<file path="src/rtl/kbd_port_pkg.sv">
package kbd_port_pkg;
  // Register word offsets on the bus
  localparam int STAT_OFS_DEF = 0;
  localparam int DATA_OFS_DEF = 1;

  typedef enum logic [1:0] {
    ACC_NONE  = 2'd0,
    ACC_READ  = 2'd1,
    ACC_WRITE = 2'd2
  } acc_kind_e;
endpackage

</file>
<file path="src/rtl/kbd_bus_decode.sv">
module kbd_bus_decode
  import kbd_port_pkg::*;
#(
  parameter int ADDR_W   = 2,
  parameter int STAT_OFS = STAT_OFS_DEF,
  parameter int DATA_OFS = DATA_OFS_DEF
) (
  input  logic              bus_sel,
  input  logic              bus_we,
  input  logic [ADDR_W-1:0] bus_addr,
  output logic              hit_stat,
  output logic              hit_data,
  output acc_kind_e         acc
);
  localparam logic [ADDR_W-1:0] STAT_A = ADDR_W'(STAT_OFS);
  localparam logic [ADDR_W-1:0] DATA_A = ADDR_W'(DATA_OFS);

  always_comb begin
    hit_stat = (bus_addr == STAT_A);
    hit_data = (bus_addr == DATA_A);
    if (!bus_sel)    acc = ACC_NONE;
    else if (bus_we) acc = ACC_WRITE;
    else             acc = ACC_READ;
  end
endmodule

</file>
<file path="src/rtl/kbd_capture.sv">
module kbd_capture #(
  parameter int CHAR_W = 8
) (
  input  logic              clk,
  input  logic              rst_n,
  input  logic              in_valid,
  input  logic [CHAR_W-1:0] in_data,
  output logic              in_ready,
  input  logic              drain,
  output logic              full,
  output logic [CHAR_W-1:0] char_q
);
  logic take;

  // slot is free only when nothing waits; a drain frees it for the next cycle
  assign in_ready = !full;
  assign take     = in_valid && in_ready;

  always_ff @(posedge clk or negedge rst_n) begin
    if (!rst_n) begin
      full   <= 1'b0;
      char_q <= '0;
    end else if (take) begin
      full   <= 1'b1;
      char_q <= in_data;
    end else if (drain) begin
      full   <= 1'b0;
    end
  end
endmodule

</file>
<file path="src/rtl/kbd_ctrl.sv">
module kbd_ctrl
  import kbd_port_pkg::*;
#(
  parameter int WORD_W = 16,
  parameter int CHAR_W = 8
) (
  input  logic              clk,
  input  logic              rst_n,
  input  acc_kind_e         acc,
  input  logic              hit_stat,
  input  logic              hit_data,
  input  logic              ie_wbit,
  input  logic              full,
  input  logic [CHAR_W-1:0] char_q,
  output logic              drain,
  output logic              irq,
  output logic [WORD_W-1:0] rdata
);
  localparam int RDY_BIT = WORD_W - 1;
  localparam int IE_BIT  = WORD_W - 2;

  logic ie_q;

  always_ff @(posedge clk or negedge rst_n) begin
    if (!rst_n)                          ie_q <= 1'b0;
    else if (acc == ACC_WRITE && hit_stat) ie_q <= ie_wbit;
  end

  assign drain = (acc == ACC_READ) && hit_data && full;
  assign irq   = full && ie_q;

  always_comb begin
    rdata = '0;
    if (hit_stat) begin
      rdata[RDY_BIT] = full;
      rdata[IE_BIT]  = ie_q;
    end else if (hit_data) begin
      rdata[CHAR_W-1:0] = char_q;
    end
  end
endmodule

</file>
<file path="src/rtl/kbd_input_port.sv">
module kbd_input_port
  import kbd_port_pkg::*;
#(
  parameter int WORD_W   = 16,
  parameter int CHAR_W   = 8,
  parameter int ADDR_W   = 2,
  parameter int STAT_OFS = STAT_OFS_DEF,
  parameter int DATA_OFS = DATA_OFS_DEF
) (
  input  logic              clk,
  input  logic              rst_n,
  input  logic              in_valid,
  output logic              in_ready,
  input  logic [CHAR_W-1:0] in_data,
  input  logic              bus_sel,
  input  logic              bus_we,
  input  logic [ADDR_W-1:0] bus_addr,
  input  logic [WORD_W-1:0] bus_wdata,
  output logic [WORD_W-1:0] bus_rdata,
  output logic              irq
);
  localparam int IE_BIT = WORD_W - 2;

  acc_kind_e         acc;
  logic              hit_stat, hit_data, drain, full;
  logic [CHAR_W-1:0] char_q;
  logic              unused_wdata;

  assign unused_wdata = ^bus_wdata;

  kbd_bus_decode #(.ADDR_W(ADDR_W), .STAT_OFS(STAT_OFS), .DATA_OFS(DATA_OFS)) u_dec (
    .bus_sel(bus_sel), .bus_we(bus_we), .bus_addr(bus_addr),
    .hit_stat(hit_stat), .hit_data(hit_data), .acc(acc)
  );

  kbd_capture #(.CHAR_W(CHAR_W)) u_cap (
    .clk(clk), .rst_n(rst_n), .in_valid(in_valid), .in_data(in_data),
    .in_ready(in_ready), .drain(drain), .full(full), .char_q(char_q)
  );

  kbd_ctrl #(.WORD_W(WORD_W), .CHAR_W(CHAR_W)) u_ctl (
    .clk(clk), .rst_n(rst_n), .acc(acc), .hit_stat(hit_stat), .hit_data(hit_data),
    .ie_wbit(bus_wdata[IE_BIT]), .full(full), .char_q(char_q),
    .drain(drain), .irq(irq), .rdata(bus_rdata)
  );
endmodule

</file>
<file path="config.mk">
export PLATFORM = sky130hd
export DESIGN_NAME = kbd_input_port
export DESIGN_NICKNAME = d
export VERILOG_FILES = /design/src/rtl/kbd_port_pkg.sv /design/src/rtl/kbd_bus_decode.sv /design/src/rtl/kbd_capture.sv /design/src/rtl/kbd_ctrl.sv /design/src/rtl/kbd_input_port.sv
export SDC_FILE = /design/constraint.sdc
export NUM_CORES = 1
export LEC_CHECK = 0
export BUFFER_PORTS_ARGS = -buffer_cell sky130_fd_sc_hd__buf_2
export CAP_MARGIN = 20
export CORE_ASPECT_RATIO = 0.9
export CORE_MARGIN = 4
export CORE_UTILIZATION = 30
export DETAILED_ROUTE_END_ITERATION = 10
export PLACE_DENSITY = 0.65
export SLEW_MARGIN = 20
export SYNTH_ARGS = -nofsm -noshare
export SYNTH_HDL_FRONTEND = slang
export SYNTH_SLANG_ARGS = --single-unit
</file>
<file path="constraint.sdc">
create_clock -name clk -period 2.5 [get_ports clk]
set_input_delay 0.5 -clock clk [delete_from_list [all_inputs] [get_ports clk]]
set_output_delay 0.5 -clock clk [all_outputs]
set_load 0.03 [all_outputs]
</file>
==> metrics.md <==
| Metric | Value |
|---|---|
| Leakage Power | 0.3556 nW |
| Placed Cells | 94 |
| Register Area | 250.2 sq um |
| Slew Limit Fails | 0 |
| Number of global-route vias before repair | 315 |
| All-Layer GR Usage | 7.951% |
| Placed cell area | 650.6 sq um |
| Post-CTS setup buffers | 0 |
| CTS tree | built |
| Cell count after synthesis | 45 |
| First-pass GRT wire length | 1386 um |
| Most used cell, CP | buf_2 |
| Setup violations, final | 0 |
| Leading cell types in the layout, fill and taps excluded | buf_2, dfrtp_1, and2_1 |
| Setup Skew | 0.003073 ns |
| Seq/Total Area, Yosys | 47.85% |
| CTS Buf Count | 3 |
| Most common cell after layout, fill and taps aside | buf_2 |
| Setup WS pre-CTS | 0.4883 ns |
| Largest net degree at the start of global routing | 11 |
| Register-to-Register Path Depth | 2 |
| Worst Setup End Kind | output pin |
| R2R Path End | u_cap.char_q[4]$_DFFE_PN0P_ |
| Max Freq | 516.4 MHz |
| CP Class | in -> out |
| Vias | 398 |
| P&R area growth vs syn | 28.71% |
| GP Congestion | 0.7253 |
| Post-Syn Area per Cell | 11.62 sq um |
| CP Max Fanout | 9 |
| Slew headroom | 52.74% |
| CTS max path bufs | 2 |
| WL/cell | 10.33 um |
| Register-to-register setup slack | 0.99 ns |
| VDD IR max | 0.4367 mV |
| Die height | 47.61 um |
| Routed Wire Length | 1002 um |
| Total of warnings raised by yosys | 0 |
| Total Power | 0.4778 mW |
| Crit. Startpoint | bus_addr[0] |
| Nets | 106 |
| Initial antenna violation count | 0 |
| Hold crit path type | in -> async |
| Worst-skew pair later-pin latency | 0.26 ns |
| Min Hold Slack | 0.08981 ns |
| Pwr Density | 709.8 nW/um^2 |
| Worst Tran Pin Value | 0.7074 ns |
| Critical path's slowest cell | nor2b_1 |
| Data required, critical path | 2.00 ns |
| Final period util | 77.46% |
| Vias per cell | 4.103 |
| Mapped cell area | 523.0 sq um |
| DRT antenna net count | 0 |
| Layout cells sized above 1 | 52.05% |
| Largest stage delay, worst path | 0.43 ns |
| DR pass1 iterations | 3 |
| Worst Path Arrival | 1.44 ns |
| Critical path cell sequence | buf_2 > nor2b_1 > and2_1 > buf_2 |
| Die width | 52.01 um |
| Num rows | 14 |
| Status | finished clean |
| Die area | 2476 sq um |
| Setup TNS | 0 ns |
| Post-CTS Resized | 0 |
| Filler Cell Count | 172 |
| Min cycle time layout | 1.937 ns |
| Drc violations | 0 |
| Area taken by multi-input logic gates | 227.7 sq um |
| # port buffers | 27 |
| Hold_buf cts | 0 |
| RSZ-0062 raised after global routing | false |
| I/O pins | 49 |
| Buffer and inverter count on the worst path | 2 |
| Clock root buffer master | clkbuf_4 |
| Seq cells post-synth | 10 |
| Unique masters post-synth | 14 |
| Design area | 673.1 sq um |
| Largest cells by area after synthesis | dfrtp_1, mux2_2, and2_1 |
| Finished Layout Cells | 97 |
| Worst setup margin | 0.5635 ns |
| Initial drt markers | 2 |
| Area leader, netlist | dfrtp_1 |
| Remaining Overflow, GRT | 0 |
| Startpoint Class | input port |
| Delay-heaviest family, CP | simple AND/OR/NAND/NOR gates |
| Initial core utilization | 31.43% |
| Ant. Diodes | 0 |
| Final hold vios | 0 |
| Synth top area share | 47.85% |
| CTS clock-pin slew for the worst setup and hold paths | 0.06 ns |
| Final core occ | 40.45% |
| CTS Sinks | 10 |
| Worst reg2reg path startpoint | u_cap.full$_DFFE_PN0P_ |
| DP Wirelength | 842.3 um |
| H-tree Lvls | 1 |
| Placeable core region | 1664 sq um |
| MaxCap Viol Count | 0 |
registers in the layout (all words and copies together) (netlist names):
register,cells
u_ctl.ie_q,1
u_cap.char_q,8
u_cap.full,1
kinds of logic (layout without fill, tap and decap cells):
logic type	after synthesis	in the layout	synth area share [%]
simple gates	15	15	18.18
flops	10	10	47.85
mux	9	9	19.38
buf+inv	9	32	12.20
other cells	1	6	0.7170
compound gates	1	1	1.675
layout make-up:
class | count | share of cell area, %
Clock buffer | 3 | 3.346
Inverter | 2 | 1.115
Multi-Input combinational cell | 31 | 33.83
Sequential cell | 10 | 37.17
Tap cell | 24 | 4.461
Timing Repair Buffer | 27 | 20.07
per-layer routing:
layer / up-vias / global-route usage, % / part of all wire, % / routed length [um]
met2: 17 / 12.28 / 54 / 544
met3: 0 / 4.984 / 8.7 / 87
met4: 0 / 3.141 / 0 / 0
li1: 195 / - / - / -
met5: - / 0 / 0 / 0
met1: 186 / 8.952 / 37 / 370
power by group:
group	switching (mW)	internal [mW]	total, mW
Combinational	0.0848	0.0653	0.150
Sequential	0.0178	0.207	0.224
Clock	0.0481	0.0552	0.103
worst max path at each step:
stage                     slack, ns            end  depth (start not counted)
final                          0.56   bus_rdata[2]                          4
after global routing           0.44   bus_rdata[2]                          4
after CTS                      0.49   bus_rdata[0]                          4
after detailed placement       0.49   bus_rdata[0]                          4
after global placement         0.49   bus_rdata[0]                          4
after floorplan                0.76  bus_rdata[14]                          1
synth_stat cells:
master,number
a41oi_1,1
and2_1,9
inv_1,2
conb_1,1
mux2_2,8
buf_4,6
nor3_1,1
nor3b_1,1
nor2b_1,2
mux2_1,1
dfrtp_1,10
nor2_1,1
nor4bb_1,1
buf_6,1
No activity file was read; power rests on OpenSTA's default activity.
